--- config.mk ---
export PLATFORM = sky130hd
export DESIGN_NAME = nvm_guard
export DESIGN_NICKNAME = d
export VERILOG_FILES = /design/src/rtl/nvm_pkg.sv /design/src/rtl/nvm_array.sv /design/src/rtl/nvm_unlock.sv /design/src/rtl/nvm_wtimer.sv /design/src/rtl/nvm_guard.sv
export SDC_FILE = /design/constraint.sdc
export NUM_CORES = 1
export LEC_CHECK = 0
export BUFFER_PORTS_ARGS = -buffer_cell sky130_fd_sc_hd__buf_2
export CAP_MARGIN = 40
export CORE_MARGIN = 4
export CORE_UTILIZATION = 55
export DETAILED_ROUTE_END_ITERATION = 12
export PLACE_DENSITY_LB_ADDON = 0.2
export SLEW_MARGIN = 30
export SYNTH_ARGS = -nofsm -noshare
export SYNTH_HDL_FRONTEND = slang
export SYNTH_SLANG_ARGS = --single-unit
--- constraint.sdc ---
create_clock -name clk -period 3.6 [get_ports clk]
set_input_delay 0.54 -clock clk [delete_from_list [all_inputs] [get_ports clk]]
set_output_delay 0.54 -clock clk [all_outputs]
set_load 0.02 [all_outputs]
--- src/rtl/nvm_pkg.sv ---
package nvm_pkg;
    localparam int DW = 8;

    localparam logic [1:0] SEL_ADDR = 2'd0;
    localparam logic [1:0] SEL_DATA = 2'd1;
    localparam logic [1:0] SEL_CTRL = 2'd2;
    localparam logic [1:0] SEL_KEY  = 2'd3;

    localparam int B_RD   = 0;
    localparam int B_WR   = 1;
    localparam int B_WEN  = 2;
    localparam int B_ERR  = 3;
    localparam int B_DONE = 4;
    localparam int B_BUSY = 5;

    localparam logic [DW-1:0] KEY_FIRST  = 8'h55;
    localparam logic [DW-1:0] KEY_SECOND = 8'hAA;

    typedef enum logic [1:0] {
        UL_IDLE,
        UL_HAVE_FIRST,
        UL_ARMED
    } ul_state_t;

    typedef enum logic {
        WT_IDLE,
        WT_BUSY
    } wt_state_t;
endpackage

--- src/rtl/nvm_array.sv ---
module nvm_array #(
    parameter int AW = 6,
    parameter int DW = 8
) (
    input  logic          clk,
    input  logic          we,
    input  logic [AW-1:0] waddr,
    input  logic [DW-1:0] wdata,
    input  logic [AW-1:0] raddr,
    output logic [DW-1:0] rdata
);
    localparam int DEPTH = 1 << AW;

    logic [DW-1:0] mem [DEPTH];

    always_ff @(posedge clk) begin
        if (we) begin
            mem[waddr] <= wdata;
        end
    end

    assign rdata = mem[raddr];
endmodule

--- src/rtl/nvm_unlock.sv ---
module nvm_unlock
    import nvm_pkg::*;
(
    input  logic          clk,
    input  logic          por_n,
    input  logic          rst_n,
    input  logic          key_we,
    input  logic [DW-1:0] key_val,
    output logic          armed
);
    ul_state_t state, state_nx;

    always_comb begin
        state_nx = UL_IDLE;
        unique case (state)
            UL_IDLE:       if (key_we && key_val == KEY_FIRST)  state_nx = UL_HAVE_FIRST;
            UL_HAVE_FIRST: if (key_we && key_val == KEY_SECOND) state_nx = UL_ARMED;
            UL_ARMED:      state_nx = UL_IDLE;
            default:       state_nx = UL_IDLE;
        endcase
    end

    always_ff @(posedge clk or negedge por_n) begin
        if (!por_n) begin
            state <= UL_IDLE;
        end else if (!rst_n) begin
            state <= UL_IDLE;
        end else begin
            state <= state_nx;
        end
    end

    always_comb begin
        armed = (state == UL_ARMED);
    end

    // the armed window lasts exactly one cycle
    assert_arm_one_shot_R4: assert property (@(posedge clk) disable iff (!por_n)
        (state == UL_ARMED) |=> (state == UL_IDLE));
endmodule

--- src/rtl/nvm_wtimer.sv ---
module nvm_wtimer
    import nvm_pkg::*;
#(
    parameter int WR_CYCLES  = 200_000,
    parameter int PUT_CYCLES = 3_600_000
) (
    input  logic clk,
    input  logic por_n,
    input  logic rst_n,
    input  logic start_req,
    output logic busy,
    output logic started,
    output logic finish,
    output logic abort,
    output logic locked
);
    localparam int CW = $clog2(WR_CYCLES + 1);
    localparam int PW = $clog2(PUT_CYCLES + 1);

    wt_state_t     state, state_nx;
    logic [CW-1:0] cnt;
    logic [PW-1:0] put_cnt;

    assign locked = (put_cnt != PW'(PUT_CYCLES));

    always_comb begin
        state_nx = state;
        unique case (state)
            WT_IDLE: if (started)    state_nx = WT_BUSY;
            WT_BUSY: if (cnt == '0)  state_nx = WT_IDLE;
            default: state_nx = WT_IDLE;
        endcase
    end

    always_ff @(posedge clk or negedge por_n) begin
        if (!por_n) begin
            state <= WT_IDLE;
        end else if (!rst_n) begin
            state <= WT_IDLE;
        end else begin
            state <= state_nx;
        end
    end

    always_ff @(posedge clk or negedge por_n) begin
        if (!por_n) begin
            cnt <= '0;
        end else if (!rst_n) begin
            cnt <= '0;
        end else if (started) begin
            cnt <= CW'(WR_CYCLES - 1);
        end else if (busy && cnt != '0) begin
            cnt <= cnt - 1'b1;
        end
    end

    always_ff @(posedge clk or negedge por_n) begin
        if (!por_n) begin
            put_cnt <= '0;
        end else if (locked) begin
            put_cnt <= put_cnt + 1'b1;
        end
    end

    always_comb begin
        busy    = (state == WT_BUSY);
        started = start_req && !locked && (state == WT_IDLE) && rst_n;
        finish  = busy && (cnt == '0) && rst_n;
        abort   = busy && !rst_n;
    end

    assert_count_down_R8: assert property (@(posedge clk) disable iff (!por_n)
        (busy && $past(busy) && $past(rst_n)) |-> (cnt == $past(cnt) - 1'b1));

    assert_no_busy_in_lockout_R7: assert property (@(posedge clk) disable iff (!por_n)
        locked |-> !busy);
endmodule

--- src/rtl/nvm_guard.sv ---
module nvm_guard
    import nvm_pkg::*;
#(
    parameter int AW         = 6,
    parameter int WR_CYCLES  = 200_000,
    parameter int PUT_CYCLES = 3_600_000
) (
    input  logic          clk,
    input  logic          por_n,
    input  logic          rst_n,
    input  logic          bus_we,
    input  logic [1:0]    bus_sel,
    input  logic [DW-1:0] bus_wdata,
    output logic [DW-1:0] bus_rdata,
    output logic          irq_o
);
    logic [AW-1:0] addr_q;
    logic [DW-1:0] data_q;
    logic          wen_q;
    logic          err_q;
    logic          done_q;

    logic          wr_addr, wr_data, wr_ctrl, wr_key;
    logic          armed, start_req, rd_go;
    logic          busy, started, finish, abort, locked;
    logic [DW-1:0] arr_rdata;

    assign wr_addr = bus_we && (bus_sel == SEL_ADDR);
    assign wr_data = bus_we && (bus_sel == SEL_DATA);
    assign wr_ctrl = bus_we && (bus_sel == SEL_CTRL);
    assign wr_key  = bus_we && (bus_sel == SEL_KEY);

    assign start_req = armed && wr_ctrl && bus_wdata[B_WR] && wen_q;
    assign rd_go     = wr_ctrl && bus_wdata[B_RD] && !busy && !started;

    nvm_unlock u_unlock (
        .clk     (clk),
        .por_n   (por_n),
        .rst_n   (rst_n),
        .key_we  (wr_key),
        .key_val (bus_wdata),
        .armed   (armed)
    );

    nvm_wtimer #(
        .WR_CYCLES  (WR_CYCLES),
        .PUT_CYCLES (PUT_CYCLES)
    ) u_wtimer (
        .clk       (clk),
        .por_n     (por_n),
        .rst_n     (rst_n),
        .start_req (start_req),
        .busy      (busy),
        .started   (started),
        .finish    (finish),
        .abort     (abort),
        .locked    (locked)
    );

    nvm_array #(
        .AW (AW),
        .DW (DW)
    ) u_array (
        .clk   (clk),
        .we    (finish),
        .waddr (addr_q),
        .wdata (data_q),
        .raddr (addr_q),
        .rdata (arr_rdata)
    );

    always_ff @(posedge clk or negedge por_n) begin
        if (!por_n) begin
            addr_q <= '0;
            data_q <= '0;
            wen_q  <= 1'b0;
            done_q <= 1'b0;
        end else if (!rst_n) begin
            addr_q <= '0;
            data_q <= '0;
            wen_q  <= 1'b0;
            done_q <= 1'b0;
        end else begin
            if (wr_addr && !busy) begin
                addr_q <= bus_wdata[AW-1:0];
            end
            if (rd_go) begin
                data_q <= arr_rdata;
            end else if (wr_data && !busy) begin
                data_q <= bus_wdata;
            end
            if (wr_ctrl) begin
                wen_q <= bus_wdata[B_WEN];
            end
            if (finish) begin
                done_q <= 1'b1;
            end else if (wr_ctrl && !bus_wdata[B_DONE]) begin
                done_q <= 1'b0;
            end
        end
    end

    // error flag: only power-on clears it in hardware
    always_ff @(posedge clk or negedge por_n) begin
        if (!por_n) begin
            err_q <= 1'b0;
        end else if (abort) begin
            err_q <= 1'b1;
        end else if (rst_n && wr_ctrl && !bus_wdata[B_ERR]) begin
            err_q <= 1'b0;
        end
    end

    always_comb begin
        unique case (bus_sel)
            SEL_ADDR: bus_rdata = DW'(addr_q);
            SEL_DATA: bus_rdata = data_q;
            SEL_CTRL: bus_rdata = {2'b00, busy, done_q, err_q, wen_q, busy, 1'b0};
            SEL_KEY:  bus_rdata = '0;
            default:  bus_rdata = '0;
        endcase
    end

    assign irq_o = done_q;

    assert_wen_gate_R5: assert property (@(posedge clk) disable iff (!por_n)
        $rose(busy) |-> $past(wen_q));

    assert_lockout_R7: assert property (@(posedge clk) disable iff (!por_n)
        $rose(busy) |-> !$past(locked));

    assert_done_on_end_R6: assert property (@(posedge clk) disable iff (!por_n)
        ($fell(busy) && $past(rst_n)) |-> done_q);

    assert_regs_frozen_R9: assert property (@(posedge clk) disable iff (!por_n)
        (busy && $past(busy)) |-> ($stable(addr_q) && $stable(data_q)));

    assert_abort_flags_R10: assert property (@(posedge clk) disable iff (!por_n)
        ($past(busy) && !$past(rst_n)) |-> (err_q && !busy));
endmodule

# Yosys cells after proc, flatten, opt, wreduce, memory -nomap -nowiden
# Memories as Yosys holds them, arrays and structs flattened.
# Cells that the tools add are included.
# classes
addsub	2
eq_ne	13
mux	26
bitwise_logic	1
reduce_logical	35
# op_table
cell	n
2-to-1 mux 18 bit	3
one-hot mux 8 bit (4 select lines)	1
logical AND 1 bit	24
2-to-1 mux 8 bit	3
adder 22 x 1 -> 22 bit (second input constant)	1
!= test 22 bit (second input constant)	1
zero test 18 bit	1
nonzero test 18 bit	1
subtractor 18 x 1 -> 18 bit (second input constant)	1
2-to-1 mux 1 bit	13
2-to-1 mux 6 bit	2
!= test 3 x 1 -> 1 bit (second input constant)	3
equality test 8 x 7 -> 1 bit (second input constant)	1
equality test 8 bit (second input constant)	1
equality test 2 bit (second input constant)	3
zero test 1 bit	6
equality test 2 x 1 -> 1 bit (second input constant)	2
zero test 2 bit	2
2-to-1 mux 2 bit	2
!= test 2 x 1 -> 1 bit (second input constant)	2
one-hot mux 2 bit (2 select lines)	1
one-hot mux 1 bit (2 select lines)	1
nonzero test 2 bit	1
inverter 1 bit	1
# totals
ff_bits	60
mem_bits_rw	512
inputBits	14
out_inout_bits	9
wordCells	87
memories	1
# memory_table
name	depth	width	rd	rd_clocked_by_memory_dff	wr	line_no	source
u_array.mem	64	8	1	0	1	nvm_array.sv:14	logic [DW-1:0] mem [DEPTH];

# Logic depth before layout (Yosys ltp)
# logic_depth
depth_word	12
mapped_depth	9
depth_no_buf	8

# Modules after synthesis
# A second synthesis with hierarchy kept.
# hier_totals
cells_unflattened	1240
area_unflattened_um2	23209.8
# modules_own_cells
mod	n_inst	cells_per_inst	area_per_inst_um2	seq_area_each_um2
nvm_array	1	932	20006.7	15374.7
nvm_wtimer	1	206	2085.8	1026.0
nvm_guard	1	90	985.9	425.4
nvm_unlock	1	12	131.4	50.0

# Worst setup path before layout
# Ideal clock, no wire load.
# synth_timing
path_type	register to register
start	reg u_wtimer.cnt[0]
end	mem u_array.mem[12][0], enable pin
setup_time_ns	0.370
arrival_ns	2.668
required_time_ns	3.230
slack_ns	0.562
stages_incl_launch_ff	9
cell_sequence	dfrtp_1 inv_1 ha_1 nor3b_1 nand2_1 or4_4 nor3_4 nand2_1 nor2_1
# synth_between
elab_chain_cells	5
# synth_lines
item	line_no	source
start: declaration	nvm_wtimer.sv:21	logic [CW-1:0] cnt;
start signal: assignment	nvm_wtimer.sv:51	cnt <= CW'(WR_CYCLES - 1);
start signal: assignment	nvm_wtimer.sv:53	cnt <= cnt - 1'b1;
zero test 18 bit	nvm_wtimer.sv:68	finish = busy && (cnt == '0) && rst_n;
logical AND 1 bit (2 in a row)	nvm_wtimer.sv:68	
2-to-1 mux 1 bit	nvm_array.sv:17	if (we) begin
2-to-1 mux 1 bit (not written as such)	nvm_array.sv:18	mem[waddr] <= wdata;
end: declaration	nvm_array.sv:14	
# Every way passes these cells.

# Worst setup path in the final report
# layout_timing
start	reg u_wtimer.cnt[8]
end	mem u_array.mem[52][2], enable pin
# Same word-level chain as after synthesis.

==> reports/metrics.cfg <==
[yosys]
syn_nets = 1471
synth_edf_count = 512
async_flop_share_pct = 10.49
netlist-cell-type-count = 64
synth_top_cell_by_area = edfxtp_1
synth_flop_cell = edfxtp_1
ys_ff_latch = 572
synth_area_um2 = 22910
synth_top_area_share_pct = 67.10
yosysWarnings = 0
postSynthAreaPerCell_um2 = 15.76
synthTopCellsByArea = edfxtp_1 67%, dfrtp_1 6.6%, mux2i_1 4.5%
syn_inst = 1454
ys_seq_area_share_pct = 73.65

[sta]
finalSetupTns_ps = 0
finalClockSkew_ps = 24.00
hold_violations = 0
worst_pin_slew_ps = 773.4
fmax_mhz = 315.2
post-route-period-util_pct = 88.12
final_max_slew_viol_count = 0
finalCriticalPeriod_ps = 3172
setup_viol = 0
rsz0062_at_grt = false
setup_ws_ps = 427.8
max_slew_margin_pct = 48.44
hold_ws_ps = 227.4

[clock_network]
cts_tree = built
worstSkewPairLatency_ps = 610
cts_made_buffers = 57
cts.sinks = 572
root_buffer = clkbuf_16
path_clk_slew_ps = 60
cts_resized = 0
cts_buffer_depth = 3
htreeDepth = 2

[routing]
drt_pass1_iterations = 8
drt_iter0_drc = 1628
viasPerCell = 6.351
wl_um = 54540
drc = 0
wl_per_cell_um = 25.46
num_vias = 13600
drtAntennaViolNets = 0

[finish]
finalInstanceArea_um2 = 26070
drive_gt1_share_pct = 18.26
area_growth_pct = 13.76
diodes = 0
n_fill_cell = 2976
nets = 1580

[global_route]
grt_antenna_before_repair = 0
grt_max_degree = 70
groute.usage.overall_pct = 24.23
grt_pass1_wl_um = 82590
grt-ovfl-total = 0
grt_pass1_vias = 13430

[worst_setup_path]
startpoint_type = register
cp_slowest_stage_delay_ps = 650
path_max_fanout = 8
arrival_ps = 3480
worstPathCellList = or4_1, nand2b_4, or4_4, nor3_4, nand2_1, buf_4, nor2_1, buf_4
critical_path.most_common_cell = buf_4
required_ps = 3910
crit_start = u_wtimer.cnt[8]$_DFFE_PN0P_
r2r_start = u_wtimer.cnt[8]$_DFFE_PN0P_
crit_slowest_cell = or4_1
cp-end-kind = register
critPathKind = reg -> reg

[power_and_ir_drop]
p_leak_nw = 8.560
power-per-cell-area_nw_per_um2 = 527.1
peakVddDrop_mv = 0.3995

[run]
maxCapViolations = 0

[placed_design]
dp_hpwl_um = 33700
place_area_um2 = 24240
dp_slack_ps = 469.3
io_buffers = 22
routabilityCongestion = 0.8772

[floorplanning]
die_h_um = 212.1
io_pins = 23
core_area_um2 = 41020
start_util_pct = 55.86
core.rowCount = 74
die_area_um2 = 44990
die_x_um = 212.1

[hold_path]
holdCritStartpoint = bus_wdata[1]
worstHoldPathType = in -> reg

[run_status]
status = complete, no violations

-- sequential cells by signal, indices dropped and copies added, names as in the netlist --
register	flops
u_wtimer.put_cnt	22
wen_q	1
u_array.mem	512
irq_o	1
err_q	1
u_wtimer.cnt	18
data_q	8
u_wtimer.busy	1
addr_q	6
u_unlock.state	2
-- cell usage after synthesis, types with 5 or more instances --
master      n
a21oi_1    48
a222oi_1   19
a22oi_1    31
and2_1     10
buf_1       9
buf_2      31
clkbuf_1   42
dfrtp_1    60
edfxtp_1  512
inv_1       7
mux2_2     38
mux2i_1   102
nand2_1    34
nand2_2     5
nand3_1    14
nand3b_1    5
nand4_1     6
nor2_1    122
nor2b_1     8
nor3_1     14
nor4_1      6
nor4bb_1    5
o211ai_1    8
o21ai_0    50
o221ai_1  111
o22ai_1    51
or3_1      10
or4_1       9
xnor2_1    20
xor2_1      6
-- where the power goes --
group / internal [mW] / switching (mW) / total, mW
clock: 3.32 / 2.40 / 5.72
sequential: 7.36 / 0.0955 / 7.46
combinational: 0.154 / 0.407 / 0.561
total: 10.8 / 2.90 / 13.7
-- metrics by stage --
step / power [mW] / instances / utilization, %
6_report: 13.74 / 2142 / 63.55
5_1_grt: 14.18 / 2142 / 63.55
4_1_cts: 13.84 / 2141 / 63.53
3_5_place_dp: 8.150 / 2034 / 59.09
3_3_place_gp: 8.134 / 2030 / 58.96
2_1_floorplan: 7.852 / 1454 / -
-- logic make-up after synthesis --
kind of cell    Yosys count  share of synthesized area [%]
compound gates          333                          10.49
flops                   572                          73.65
buf+inv                 103                          2.135
fa+ha+maj                 3                         0.1638
simple gates            277                          6.242
xor+xnor                 26                         0.9938
mux                     140                          6.323
-- path summary, 6_finish.rpt --
path | endpoint | slack (ps) | cells past startpoint
worst max-delay path | u_array.mem[52][2]$_DFFE_PP_ | 430 | 8
worst min-delay path | u_unlock.state[0]$_DFF_PN0_ | 230 | 2
worst max register to register | u_array.mem[52][2]$_DFFE_PP_ | 430 | 8
worst min register to register | u_wtimer.put_cnt[21]$_DFFE_PN0P_ | 480 | 1
max in group asynchronous | u_wtimer.cnt[1]$_DFFE_PN0P_ | 2520 | 3
min in group asynchronous | wen_q$_DFFE_PN0P_ | 420 | 2
-- final cells by class --
type / instances / area (um2) / area share [%]
Tap cell: 532 / 665.6 / 2.554
Inverter: 9 / 33.78 / 0.1296
Sequential cell: 572 / 16890 / 64.80
Clock buffer: 77 / 1523 / 5.842
Multi-Input combinational cell: 779 / 5563 / 21.34
Timing Repair Buffer: 144 / 1101 / 4.224
Clock inverter: 29 / 289.0 / 1.109
-- what timing repair did --
action / CTS / global route
endpoints found under the hold margin: 14 / 0
hold buffers: 1 / 0
setup buffers: 0 / 0
-- cell usage in the layout (no fill, tap or decap), drive strengths merged, types with 31 or more instances in the layout --
cell type	netlist	layout
a22oi	31	31
a21oi	48	48
buf	47	143
clkbuf	44	77
o22ai	51	51
nor2	123	123
edfxtp	512	512
mux2	38	38
dfrtp	60	60
mux2i	102	102
o221ai	111	111
o21ai	53	53
nand2	39	39
-- critical path: cells and delay by family (launching register included) --
kind,cells,cell delay [ps]
flops,1,400
buf+inv,2,460
simple gates,6,2030
-- routing by layer --
metal  GRT usage [%]  part of all wire, %  up-vias
met5               0                    0        -
met4           7.288                  2.5        0
met3           5.032                  9.5       85
met2           37.62                   47      695
met1           35.19                   41     6752
li1                -                    -     6072
(Power assumes the default switching activity.)
